### src/rtl/ssr_pkg.sv
package ssr_pkg;
  localparam int BUS_W = 8;
  localparam logic [7:0] A_ACC     = 8'h40;
  localparam logic [7:0] A_SRC_LO  = 8'h42;
  localparam logic [7:0] A_SRC_HI  = 8'h43;
  localparam logic [7:0] A_DST_LO  = 8'h44;
  localparam logic [7:0] A_DST_HI  = 8'h45;
  localparam logic [7:0] A_ONES    = 8'h48;
  localparam logic [7:0] A_ZERO    = 8'h4A;
  localparam logic [7:0] A_SRC_IND = 8'h4C;
  localparam logic [7:0] A_DST_IND = 8'h4D;
  localparam logic [7:0] A_ONEHOT  = 8'h50;
endpackage

### src/rtl/ssr_index.sv
module ssr_index #(
  parameter int W = 16
) (
  input  logic              clk,
  input  logic              rst_n,
  input  logic [W/8-1:0]    wr_sel,
  input  logic [7:0]        wdata,
  input  logic              ld_lo,
  input  logic [7:0]        ld_data,
  input  logic              inc,
  output logic [W-1:0]      val
);
  localparam int NB = W / 8;

  always_ff @(posedge clk) begin
    if (!rst_n) begin
      val <= '0;
    end else if (|wr_sel) begin
      for (int b = 0; b < NB; b++) begin
        if (wr_sel[b]) val[b*8 +: 8] <= wdata;
      end
    end else if (ld_lo) begin
      val[7:0] <= ld_data;
    end else if (inc) begin
      val <= val + W'(1);
    end
  end

  // a lone increment advances by one, wrapping modulo 2^W
  assert_step_R6: assert property (@(posedge clk) disable iff (!rst_n)
    (inc && !(|wr_sel) && !ld_lo) |=> (val == $past(val) + W'(1)));

  // a bus write to the low byte beats the increment
  assert_wr_prio_R11: assert property (@(posedge clk) disable iff (!rst_n)
    (inc && wr_sel[0]) |=> (val[7:0] == $past(wdata)));

  // immediate load lands in the low byte and keeps the upper bytes
  assert_imm_R10: assert property (@(posedge clk) disable iff (!rst_n)
    (ld_lo && !(|wr_sel)) |=> (val[7:0] == $past(ld_data) && val[W-1:8] == $past(val[W-1:8])));
endmodule

### src/rtl/ssr_scratch.sv
module ssr_scratch #(
  parameter int DEPTH = 64,
  localparam int AW = $clog2(DEPTH)
) (
  input  logic          clk,
  input  logic          we,
  input  logic [AW-1:0] waddr,
  input  logic [7:0]    wdata,
  input  logic [AW-1:0] raddr,
  output logic [7:0]    rdata
);
  logic [7:0] mem [DEPTH];

  always_ff @(posedge clk) begin
    if (we) mem[waddr] <= wdata;
  end

  assign rdata = mem[raddr];
endmodule

### src/rtl/ssr_onehot.sv
module ssr_onehot (
  input  logic       clk,
  input  logic       rst_n,
  input  logic       we,
  input  logic [2:0] code_in,
  output logic [7:0] code_out
);
  logic [2:0] sel_q;

  always_ff @(posedge clk) begin
    if (!rst_n)  sel_q <= '0;
    else if (we) sel_q <= code_in;
  end

  always_comb begin
    code_out = '0;
    code_out[sel_q] = 1'b1;
  end

  // output always carries exactly one set bit
  assert_onehot_R9: assert property (@(posedge clk) disable iff (!rst_n)
    $countones(code_out) == 1);
endmodule

### src/rtl/seq_spreg_file.sv
module seq_spreg_file #(
  parameter int DEPTH = 64,
  parameter int IDX_W = 16
) (
  input  logic       clk,
  input  logic       rst_n,
  input  logic       rd_en,
  input  logic [7:0] rd_addr,
  output logic [7:0] rd_data,
  output logic       rd_vld,
  input  logic       wr_en,
  input  logic [7:0] wr_addr,
  input  logic [7:0] wr_data,
  input  logic       imm_valid,
  input  logic [7:0] imm_data
);
  import ssr_pkg::*;

  localparam int AW = $clog2(DEPTH);
  localparam logic [8:0] DEPTH9 = 9'(DEPTH);

  logic             wr_scr, rd_scr;
  logic             src_inc, dst_inc;
  logic [1:0]       src_sel, dst_sel;
  logic [IDX_W-1:0] src_val, dst_val;
  logic [7:0]       acc_q, scr_rdata, oh_val, rd_next;
  logic             scr_we;
  logic [AW-1:0]    scr_waddr, scr_raddr;

  assign wr_scr  = wr_en && ({1'b0, wr_addr} < DEPTH9);
  assign rd_scr  = {1'b0, rd_addr} < DEPTH9;
  assign src_inc = rd_en && (rd_addr == A_SRC_IND);
  assign dst_inc = wr_en && (wr_addr == A_DST_IND);
  assign src_sel = {wr_en && (wr_addr == A_SRC_HI), wr_en && (wr_addr == A_SRC_LO)};
  assign dst_sel = {wr_en && (wr_addr == A_DST_HI), wr_en && (wr_addr == A_DST_LO)};

  ssr_index #(.W(IDX_W)) u_src (
    .clk(clk), .rst_n(rst_n), .wr_sel(src_sel), .wdata(wr_data),
    .ld_lo(imm_valid), .ld_data(imm_data), .inc(src_inc), .val(src_val));

  ssr_index #(.W(IDX_W)) u_dst (
    .clk(clk), .rst_n(rst_n), .wr_sel(dst_sel), .wdata(wr_data),
    .ld_lo(1'b0), .ld_data(8'h00), .inc(dst_inc), .val(dst_val));

  assign scr_we    = wr_scr || dst_inc;
  assign scr_waddr = dst_inc ? dst_val[AW-1:0] : wr_addr[AW-1:0];
  assign scr_raddr = src_inc ? src_val[AW-1:0] : rd_addr[AW-1:0];

  ssr_scratch #(.DEPTH(DEPTH)) u_scr (
    .clk(clk), .we(scr_we), .waddr(scr_waddr), .wdata(wr_data),
    .raddr(scr_raddr), .rdata(scr_rdata));

  ssr_onehot u_oh (
    .clk(clk), .rst_n(rst_n), .we(wr_en && (wr_addr == A_ONEHOT)),
    .code_in(wr_data[6:4]), .code_out(oh_val));

  always_ff @(posedge clk) begin
    if (!rst_n)                           acc_q <= '0;
    else if (wr_en && (wr_addr == A_ACC)) acc_q <= wr_data;
  end

  always_comb begin
    rd_next = 8'h00;
    if (rd_scr) begin
      rd_next = scr_rdata;
    end else begin
      case (rd_addr)
        A_ACC:     rd_next = acc_q;
        A_SRC_LO:  rd_next = src_val[7:0];
        A_SRC_HI:  rd_next = src_val[15:8];
        A_DST_LO:  rd_next = dst_val[7:0];
        A_DST_HI:  rd_next = dst_val[15:8];
        A_ONES:    rd_next = 8'hFF;
        A_SRC_IND: rd_next = scr_rdata;
        A_ONEHOT:  rd_next = oh_val;
        default:   rd_next = 8'h00;
      endcase
    end
  end

  always_ff @(posedge clk) begin
    if (!rst_n) begin
      rd_vld  <= 1'b0;
      rd_data <= 8'h00;
    end else begin
      rd_vld <= rd_en;
      if (rd_en) rd_data <= rd_next;
    end
  end

  // a request yields a valid result in the next cycle, and none without one
  assert_rdvld_R2: assert property (@(posedge clk) disable iff (!rst_n)
    rd_en |=> rd_vld);
  assert_norvld_R2: assert property (@(posedge clk) disable iff (!rst_n)
    !rd_en |=> !rd_vld);

  // constant sources
  assert_ones_R7: assert property (@(posedge clk) disable iff (!rst_n)
    (rd_en && rd_addr == A_ONES) |=> (rd_data == 8'hFF));
  assert_zero_R7: assert property (@(posedge clk) disable iff (!rst_n)
    (rd_en && rd_addr == A_ZERO) |=> (rd_data == 8'h00));

  // a write to the sink leaves the registers untouched
  assert_sink_R8: assert property (@(posedge clk) disable iff (!rst_n)
    (wr_en && wr_addr == A_ZERO && !imm_valid && !src_inc)
      |=> ($stable(acc_q) && $stable(src_val) && $stable(dst_val)));
endmodule

### config.mk
export PLATFORM = sky130hd
export DESIGN_NAME = seq_spreg_file
export DESIGN_NICKNAME = d
export VERILOG_FILES = /design/src/rtl/ssr_pkg.sv /design/src/rtl/ssr_index.sv /design/src/rtl/ssr_scratch.sv /design/src/rtl/ssr_onehot.sv /design/src/rtl/seq_spreg_file.sv
export SDC_FILE = /design/constraint.sdc
export NUM_CORES = 1
export LEC_CHECK = 0
export ABC_AREA = 1
export BUFFER_PORTS_ARGS = -buffer_cell sky130_fd_sc_hd__buf_2
export CAP_MARGIN = 15
export CORE_ASPECT_RATIO = 0.75
export CORE_MARGIN = 3
export CORE_UTILIZATION = 30
export DETAILED_ROUTE_END_ITERATION = 16
export GPL_ROUTABILITY_DRIVEN = 1
export PLACE_DENSITY = 0.45
export SKIP_LAST_GASP = 1
export SYNTH_ARGS = -nofsm -noshare
export SYNTH_HDL_FRONTEND = slang
export SYNTH_SLANG_ARGS = --single-unit
### constraint.sdc
create_clock -name clk -period 3.4 [get_ports clk]
set_input_delay 0.68 -clock clk [delete_from_list [all_inputs] [get_ports clk]]
set_output_delay 0.68 -clock clk [all_outputs]
set_load 0.01 [all_outputs]
==> impl_metrics.tcl, run 1 <==
set metrics [dict create \
    outcome "finished clean" \
    yosysTopAreaCell "edfxtp_1" \
    setup_tns_ps 0 \
    die_w_um 334.0 \
    wirelength_mm 79.47 \
    tightest_slew_ps 953.1 \
    path_cells "buf_2 > inv_1 > nor3_1 > inv_1 > nor4_4 > inv_1 > buf_4 > o21ai_0 > buf_4 > nand3_1 > buf_4 > nor2_1" \
    cp_max_fo 8 \
    vdd_ir_drop_max_mv 0.4314 \
    cp-end-kind "register" \
    grt_pass1_wl_mm 117.1 \
    final_area_mm2 0.02857 \
    drive_above_1_share_pct 12.85 \
    hold_class "in2reg" \
    fill_cells 7912 \
    ys_async_sr_fraction_pct 0 \
    first_global_vias 17136 \
    die_y_um 252.0 \
    gp_congestion 0.9266 \
    synth_ff_type "edfxtp_1" \
    vias 17847 \
    numClockSinks 564 \
    port_buffers 45 \
    cellLeakagePower_nw 10.24 \
    root_buffer "clkbuf_16" \
    yosys_warnings 0 \
    rows 89 \
    drc 0 \
    hold_viol 0 \
    post_cts_resized 0 \
    design.portCount 46 \
    area_growth_pct 18.01 \
    hold_buffers 0 \
    htree_levels 2 \
    grt_usage_pct 18.65 \
    r2r-end "rd_data[5]$_SDFFE_PN0P_" \
    setup_viol 0 \
    synth.avg_cell_area_um2 10.73 \
    detailed_place_hpwl_mm 52.24 \
    wl_per_cell_um 22.76 \
    r2r_cells 11 \
    slew_headroom_pct 36.22 \
    synth_common_cells "593 x nand3_1, 541 x nand2_1, 512 x edfxtp_1" \
    die_area_mm2 0.08417 \
    post-route-period-util_pct 87.47 \
    dp.cells 3388 \
    crit_path_end "u_scr.mem[20][6]$_DFFE_PP_" \
    cts_tree "built" \
    max_freq_ghz 0.3363 \
    antenna_found_initial 4 \
    grt-ovfl-total 0 \
    post-cts-setup-buffers 0 \
    clkTransAtPathRegs_ps 60 \
    slew_violations 0 \
    drtIter0Drc 1933 \
    seq_area_mm2 0.01642 \
    start_util_pct 30.53 \
    rsz0062_at_grt "no" \
    arrival_ps 3220 \
    grt_max_degree 67 \
    p_total_w 0.01496 \
    crit_type "in2reg" \
    cpPeakStageDelay_ps 730 \
    cts_buffer_depth 3 \
    numCtsBuffers 57 \
    reg2reg_from "u_src.val[0]$_SDFFE_PN0P_" \
    synth.area.top_cells "edfxtp_1 64%, nand3_1 12%, nand2_1 8.4%" \
    ant_nets 0 \
    crit_path_start_kind "input port" \
    clock_latency_ps 620 \
    syn_inst 2256 \
    power_density_mw_per_mm2 523.7 \
    synth_cell_types 45 \
    dr.pass1.iters 5 \
    yosysTopAreaCellShare_pct 63.51 \
    synth.most_common_cell "nand3_1" \
    worst_hold_slack_ps 308.4 \
    syn_nets 2295 \
    finalNonFillerCells 3491 \
    viasPerCell 5.112 \
    critPathLaunch "wr_addr[0]" \
    multi_input_area_mm2 0.006849 \
    coreArea_mm2 0.07929 \
    synth_seq_area_share_pct 67.81 \
    place_area_mm2 0.02674 \
    timing.final.crit_period_ps 2974 \
    slowest_stage "nor2_1" \
    ys_seq_elements 564 \
    fin_nets 2440 \
    worstPathRequired_ps 3640 \
    ff2ff_setup_slack_ps 820 \
    fin_skew_ps 15.35 \
    drv_cap 0 \
    synth_edf_count 512 \
    synth_area_mm2 0.02421 \
]
==> power breakdown <==
| part | switching (W) | internal, W |
|---|---|---|
| logic | 0.000757 | 0.000297 |
| clock network | 0.00271 | 0.00360 |
| registers | 0.0000213 | 0.00758 |
==> metal layers <==
metal | wire length [um] | vias to the layer above | GRT usage (%) | part of all wire, %
met5 | 27 | - | 0 | 0.034
met4 | 1644 | 4 | 4.288 | 2.1
met3 | 6448 | 115 | 4.469 | 8.1
met2 | 32880 | 601 | 26.48 | 41
met1 | 38470 | 8797 | 28.54 | 48
li1 | - | 8330 | - | -
==> flip-flops by register name, indices dropped and copies added (netlist names) <==
signal      cells
acc_q           8
u_src.val      16
u_oh.sel_q      3
rd_vld          1
u_scr.mem     512
rd_data         8
u_dst.val      16
==> cell usage in the layout (no fill, tap or decap), types with 12 or more instances in the layout <==
| cell type | synthesis | layout |
|---|---|---|
| a21oi_1 | 40 | 39 |
| a31oi_1 | 18 | 18 |
| buf_12 | 0 | 25 |
| buf_2 | 61 | 45 |
| buf_4 | 13 | 142 |
| clkbuf_1 | 43 | 12 |
| clkbuf_16 | 0 | 57 |
| dfxtp_1 | 52 | 52 |
| edfxtp_1 | 512 | 512 |
| inv_1 | 98 | 98 |
| nand2_1 | 541 | 540 |
| nand3_1 | 593 | 593 |
| nand4_1 | 13 | 13 |
| nor2_1 | 109 | 108 |
| nor3_1 | 12 | 12 |
| o211ai_1 | 15 | 15 |
| o21ai_0 | 64 | 64 |
==> metrics by stage <==
stage	util [%]	setup WS, ps
after floorplan	-	519.4
after global placement	33.73	-153.1
after detailed placement	33.73	-98.74
after CTS	36.03	559.0
after global routing	36.03	273.7
final	36.03	426.0
==> final cells by class <==
cell class                      instances  share of cell area, %
Sequential cell                       564                  57.46
Clock inverter                         29                  1.029
Tap cell                             1046                  4.581
Multi-Input combinational cell       1465                  23.98
Timing Repair Buffer                  212                  6.272
Clock buffer                           73                  5.343
Antenna cell                            1               0.008760
Inverter                              101                  1.327
==> kinds of logic (layout without fill, tap and decap cells) <==
logic type,count (synthesis),after routing,synth area share [%]
xor+xnor,14,14,0.5065
other cells,0,1,0
fa+ha+maj,2,2,0.1034
flops,564,564,67.81
simple gates,1290,1290,23.71
buf+inv,227,415,4.099
compound gates,159,159,3.773
==> worst max-delay path: cells and delay by family <==
kind | cells | cell delay, ps
AND/OR/NAND/NOR | 4 | 1240
AO/OA/AOI/OAI | 1 | 340
buffers and inverters | 7 | 930
==> how the worst min path moves through the flow <==
stage	start	endpoint	cells after the start	slack, ps
after floorplan	u_src.val[12]$_SDFFE_PN0P_	u_src.val[12]$_SDFFE_PN0P_	2	460
after global placement	rd_data[4]$_SDFFE_PN0P_	rd_data[4]$_SDFFE_PN0P_	2	510
after detailed placement	rd_data[1]$_SDFFE_PN0P_	rd_data[1]$_SDFFE_PN0P_	2	510
after CTS	imm_data[7]	u_src.val[7]$_SDFFE_PN0P_	3	280
after global routing	imm_data[7]	u_src.val[7]$_SDFFE_PN0P_	3	300
final	imm_data[7]	u_src.val[7]$_SDFFE_PN0P_	3	310
(Power assumes the default switching activity.)
==> run 2: changes to the inputs <==
- ABC_AREA: 1 -> not set
- BUFFER_PORTS_ARGS: -buffer_cell sky130_fd_sc_hd__buf_2 -> -buffer_cell sky130_fd_sc_hd__buf_4
- CTS_CLUSTER_SIZE: not set -> 28
==> run 2 against run 1 <==
  * Synthesized area decreased by 1.4%
  * Largest cell class unchanged
  * Register-to-register slack worse by 430 ps
  * Setup slack got worse by 370 ps
  * Core utilization up 0.97 points
  * Routed wire length down 5.2%
  * Cell area up 0.81%
  * Total power is 2.8% lower
  * Critical endpoint is now rd_data[6]$_SDFFE_PN0P_
==> impl_metrics.tcl, run 2 <==
set metrics [dict create \
    ff2ff_setup_slack_ps 390 \
    drtIter0Drc 1634 \
    htree_levels 2 \
    met1Wirelength_mm 36.48 \
    fin_skew_ps 36.50 \
    viasPerCell 5.263 \
    die_y_um 250.2 \
    grt_usage_pct 17.79 \
    synth.area.top_cells "edfxtp_1 64%, dfxtp_1 4.4%, mux4_2 4.2%" \
    fin_nets 1957 \
    cp-end-kind "register" \
    synth_common_cells "512 x edfxtp_1, 211 x nand2_1, 126 x nor2_1" \
    largest_reg_flops 512 \
    worst_slack_ps 52.34 \
    place_area_mm2 0.02712 \
    rsz0062_at_grt "no" \
    r2r_cells 9 \
    setup_viol 0 \
    synth_area_mm2 0.02386 \
    wirelength_mm 75.37 \
    hold_viol 0 \
    top_layer "met5" \
    path_common_cell "buf_4" \
    setup_tns_ps 0 \
    hold_class "in2reg" \
    hp-start "rst_n" \
    r2r-end "rd_data[6]$_SDFFE_PN0P_" \
    cts_tree "built" \
    synth_cell_types 86 \
    rows 88 \
    synth_ff_type "edfxtp_1" \
    gp_congestion 0.8607 \
    yosysTopAreaCellShare_pct 64.43 \
    clkTransAtPathRegs_ps 70 \
    post_cts_resized 0 \
    timing.final.crit_period_ps 3348 \
    first_global_vias 15361 \
    arrival_ps 3870 \
    cts_buffer_depth 3 \
    power_density_mw_per_mm2 504.9 \
    drc 0 \
    wl_per_cell_um 25.16 \
    grt_max_degree 71 \
    p_total_w 0.01454 \
    yosys_warnings 0 \
    numCtsBuffers 55 \
    hold_depth 3 \
    grt-ovfl-total 0 \
    tightest_slew_ps 906.4 \
    synth_seq_area_share_pct 68.80 \
    final_area_mm2 0.02880 \
    clock_latency_ps 650 \
    numClockSinks 564 \
    top_register "u_scr.mem" \
    final_common_cell "edfxtp_1" \
    antenna_found_initial 6 \
    start_util_pct 30.65 \
    die_w_um 331.7 \
    slowest_stage "or4b_1" \
    max_freq_ghz 0.2987 \
    design.portCount 46 \
    path_cells "buf_4 > or4b_1 > buf_4 > o41ai_4 > buf_4 > mux4_1 > and2_1 > or4_1 > o21ai_0 > o31ai_1" \
    yosysTopAreaCell "edfxtp_1" \
    vdd_ir_drop_max_mv 0.4979 \
    worstPathRequired_ps 3920 \
    synth_edf_count 512 \
    root_buffer "clkbuf_16" \
    syn_nets 1700 \
    drive_above_1_share_pct 23.32 \
    ant_nets 0 \
    area_growth_pct 20.70 \
    place_ws_ps -628.1 \
    drv_cap 0 \
    crit_type "in2reg" \
    layout_common_cells "512 x edfxtp_1, 280 x buf_4, 211 x nand2_1" \
    detailed_place_hpwl_mm 51.33 \
    hold_buffers 0 \
    ys_async_sr_fraction_pct 0 \
    port_buffers 45 \
    cellLeakagePower_nw 9.739 \
    cp_max_fo 10 \
    wl_met2_mm 31.49 \
    vias 15769 \
    dr.pass1.iters 5 \
    synth.most_common_cell "edfxtp_1" \
    ys_seq_elements 564 \
    wl_met3_mm 5.872 \
    coreArea_mm2 0.07784 \
    syn_inst 1661 \
    die_area_mm2 0.08299 \
    reg2reg_from "u_src.val[3]$_SDFFE_PN0P_" \
    slew_headroom_pct 39.57 \
    grt_pass1_wl_mm 109.2 \
    outcome "finished clean" \
    largestRegisters "u_scr.mem (512), u_dst.val (16), u_src.val (16)" \
    post-route-period-util_pct 98.46 \
    synth.avg_cell_area_um2 14.37 \
    hold_end "u_dst.val[9]$_SDFFE_PN0P_" \
    slew_violations 0 \
    crit_path_start_kind "input port" \
    cpPeakStageDelay_ps 640 \
    post-cts-setup-buffers 0 \
]
==> run 2: changes by cell type after synthesis, moves of 17 or more <==
cell      before  now
a21oi_1       40   78
buf_2         61   17
clkbuf_1      43   61
inv_1         98   13
mux2i_1        0   93
mux4_2         0   44
nand2_1      541  211
nand3_1      593   34
nor2_1       109  126
o21ai_0       64   44
==> run 2: how the worst max path moves through the flow <==
stage,startpoint,slack [ps],to,depth (start not counted)
after floorplan,wr_addr[7],3,u_scr.mem[14][0]$_DFFE_PP_,8
after global placement,rd_addr[5],-630,rd_data[4]$_SDFFE_PN0P_,12
after detailed placement,rd_addr[5],-630,rd_data[6]$_SDFFE_PN0P_,9
after CTS,rd_addr[5],40,rd_data[6]$_SDFFE_PN0P_,9
after global routing,rd_addr[5],3,rd_data[3]$_SDFFE_PN0P_,12
final,rd_addr[5],50,rd_data[6]$_SDFFE_PN0P_,10
==> run 2: layer usage <==
layer	vias up	track usage [%]
met5	-	0
met1	8078	27.34
met4	2	3.877
met3	92	3.999
li1	7017	-
met2	580	25.40
==> run 2: per-stage QoR <==
step           utilization (%)  instances  hold WS, ps
4_1_cts                  36.98       2994        375.3
3_5_place_dp             34.84       2895        491.0
5_1_grt                  36.99       2995        399.2
3_3_place_gp             34.84       2895        477.0
2_1_floorplan                -       1661        459.2
6_report                 37.00       2996        424.8
==> run 2: power breakdown <==
group	switching (W)	internal, W	total, W
clock	0.00276	0.00314	0.00590
sequential	0.0000234	0.00757	0.00760
combinational	0.000648	0.000394	0.00104
total	0.00344	0.0111	0.0145
==> run 2: kinds of logic after synthesis <==
family / count (synthesis) / share of synthesized area (%)
compound gates: 338 / 10.36
simple gates: 492 / 9.333
fa+ha+maj: 2 / 0.1049
mux: 146 / 8.668
flops: 564 / 68.80
buf+inv: 114 / 2.559
xor+xnor: 5 / 0.1835
==> run 2: worst max-delay path, delay by kind of cell <==
kind                   cells  cell delay [ps]
AOI/OAI and AO/OA          3              840
buffers and inverters      3              640
muxes                      1              310
and+or+nand+nor            3             1380
==> run 2: area by class of cell <==
cell class | count | area [um^2]
clock inverters | 36 | 265.3
repair buffers | 300 | 2502
fillers | 7397 | 49040
diodes | 1 | 2.502
flip-flops and latches | 564 | 16420
multi-input cells | 983 | 6860
well taps | 1035 | 1295
clock buffers | 63 | 1406
inverters | 14 | 52.55
==> run 3: changes to the inputs <==
- BUFFER_PORTS_ARGS: -buffer_cell sky130_fd_sc_hd__buf_4 -> -buffer_cell sky130_fd_sc_hd__buf_2
==> run 3 against run 2 <==
  * Combinational power about the same
  * Hold slack better by 37 ps
  * Cell count up 0.70%
  * Sequential power about the same
  * Routed wire length down 1.5%
  * Non-clock buffer count up 21
  * Maximum frequency up 0.15%
  * Cell area up 0.66%
  * Sequential share of layout area down 0.38 points
  * Register-to-register slack better by 30 ps
  * Critical path type unchanged
  * Largest cell class unchanged
==> impl_metrics.tcl, run 3 (synthesis results as in run 2) <==
set metrics [dict create \
    design.portCount 46 \
    post-route-period-util_pct 98.31 \
    grt_usage_pct 17.47 \
    fin_nets 1978 \
    vias 15709 \
    drtIter0Drc 1687 \
    cts_tree "built" \
    fin_util_pct 37.24 \
    cp-end-kind "register" \
    outcome "finished clean" \
    root_buffer "clkbuf_16" \
    arrival_ps 3840 \
    slowest_stage "or4b_1" \
    path_buf_inv 8 \
    vdd_ir_drop_max_mv 0.3723 \
    wirelength_mm 74.25 \
    hold_class "in2reg" \
    p_total_w 0.01468 \
    clkTransAtPathRegs_ps 70 \
    area_growth_pct 21.50 \
    path_cells "buf_2 > or4b_1 > buf_4 > buf_4 > buf_4 > o41ai_2 > buf_4 > nand2_1 > buf_12 > a2111oi_0 > buf_4 > a2111oi_2 > buf_4 > o22ai_1 > o32ai_2" \
    timing.final.crit_period_ps 3343 \
    grt-ovfl-total 0 \
    drc 0 \
    dr.pass1.iters 7 \
    final_common_cell "edfxtp_1" \
    port_buffers 45 \
    worst_slack_ps 57.35 \
    critPathLaunch "rd_addr[5]" \
    rows 88 \
    top_register "u_scr.mem" \
    coreArea_mm2 0.07784 \
    antennaDiodeCount 0 \
    largestRegisters "u_scr.mem (512), u_dst.val (16), u_src.val (16)" \
    wl_per_cell_um 24.61 \
    reg2reg_from "u_src.val[0]$_SDFFE_PN0P_" \
    worstPathRequired_ps 3900 \
    path_common_cell "buf_4" \
    slew_violations 0 \
    ant_nets 0 \
    rsz0062_at_grt "no" \
    cellLeakagePower_nw 9.862 \
    setup_viol 0 \
    cp_max_fo 11 \
    numCtsBuffers 55 \
    grt_max_degree 55 \
    first_global_vias 15064 \
    dp.cells 2917 \
    layout_common_cells "512 x edfxtp_1, 250 x buf_4, 211 x nand2_1" \
    die_y_um 250.2 \
    drv_cap 0 \
    crit_path_start_kind "input port" \
    start_util_pct 30.65 \
    die_area_mm2 0.08299 \
    die_w_um 331.7 \
    cpPeakStageDelay_ps 560 \
    grt_pass1_wl_mm 107.8 \
    tightest_slew_ps 925.9 \
    hold_viol 0 \
    antenna_found_initial 1 \
    slew_headroom_pct 38.27 \
    finalNonFillerCells 3017 \
    numClockSinks 564 \
    drive_above_1_share_pct 23.92 \
    hp-start "imm_data[2]" \
    gp_congestion 0.8596 \
    clock_latency_ps 640 \
    cts_buffer_depth 3 \
    detailed_place_hpwl_mm 51.58 \
    fill_cells 7375 \
    crit_type "in2reg" \
    max_freq_ghz 0.2992 \
    hold_buffers 0 \
    critPathTopFamily "buffers and inverters" \
    fin_skew_ps 32.45 \
    viasPerCell 5.207 \
    power_density_mw_per_mm2 506.5 \
    htree_levels 2 \
    largest_reg_flops 512 \
    place_ws_ps -585.4 \
]
[run 3: changes by cell type in the layout (fill, tap and decap cells not counted), sizes merged]
| cell | before | now |
|---|---|---|
| inv | 18 | 14 |
| diode | 1 | 0 |
| buf | 300 | 321 |
| clkinv | 28 | 24 |
| bufinv | 2 | 5 |
| clkinvlp | 2 | 0 |
| clkbuf | 63 | 71 |
[run 3: stage by stage]
step           setup TNS (ps)  hold WS [ps]  cell area, um^2
2_1_floorplan               0         459.2            23860
3_3_place_gp            -4753         489.7            27250
3_5_place_dp            -4721         498.5            27250
4_1_cts                     0         426.7            28980
5_1_grt                     0         460.6            28990
6_report                    0         461.8            28990
[run 3: layer usage]
| layer | track usage, % | share of wire [%] | up-vias |
|---|---|---|---|
| li1 | - | - | 7071 |
| met1 | 27.68 | 50 | 8041 |
| met2 | 24.97 | 42 | 528 |
| met3 | 3.148 | 6.7 | 69 |
| met4 | 2.901 | 1.2 | 0 |
| met5 | 0 | 0 | - |
[run 3: worst min-delay path: stages]
cell and delay (ps):
buf_2 100, nand2_1 50, o21ai_0 70, nand2_1 70
a311oi_1 80
[run 3: cell type report]
type	count	area (um^2)	share of cell area [%]
Tap cell	1035	1295	4.467
Multi-Input combinational cell	983	6868	23.69
Clock buffer	71	1446	4.989
Sequential cell	564	16420	56.62
Clock inverter	29	291.5	1.006
Inverter	14	52.55	0.1813
Timing Repair Buffer	321	2623	9.046
[run 3: timing repair]
action                     in CTS  in global routing
setup endpoints to repair       0                  5
buffers inserted                0                  0
gates resized for setup         0                  3
[run 3: worst paths after layout]
path         slack (ps)  depth (start not counted)                        end
max                  60                         15    rd_data[1]$_SDFFE_PN0P_
min                 460                          5  u_src.val[2]$_SDFFE_PN0P_
max reg2reg         420                          9    rd_data[6]$_SDFFE_PN0P_
min reg2reg         510                          2      acc_q[5]$_SDFFE_PN0P_
[run 3: where the power goes]
group	internal, W	switching, W	total [W]
registers	0.00758	0.0000222	0.00760
clock network	0.00338	0.00267	0.00605
logic	0.000393	0.000641	0.00103
total	0.0114	0.00333	0.0147
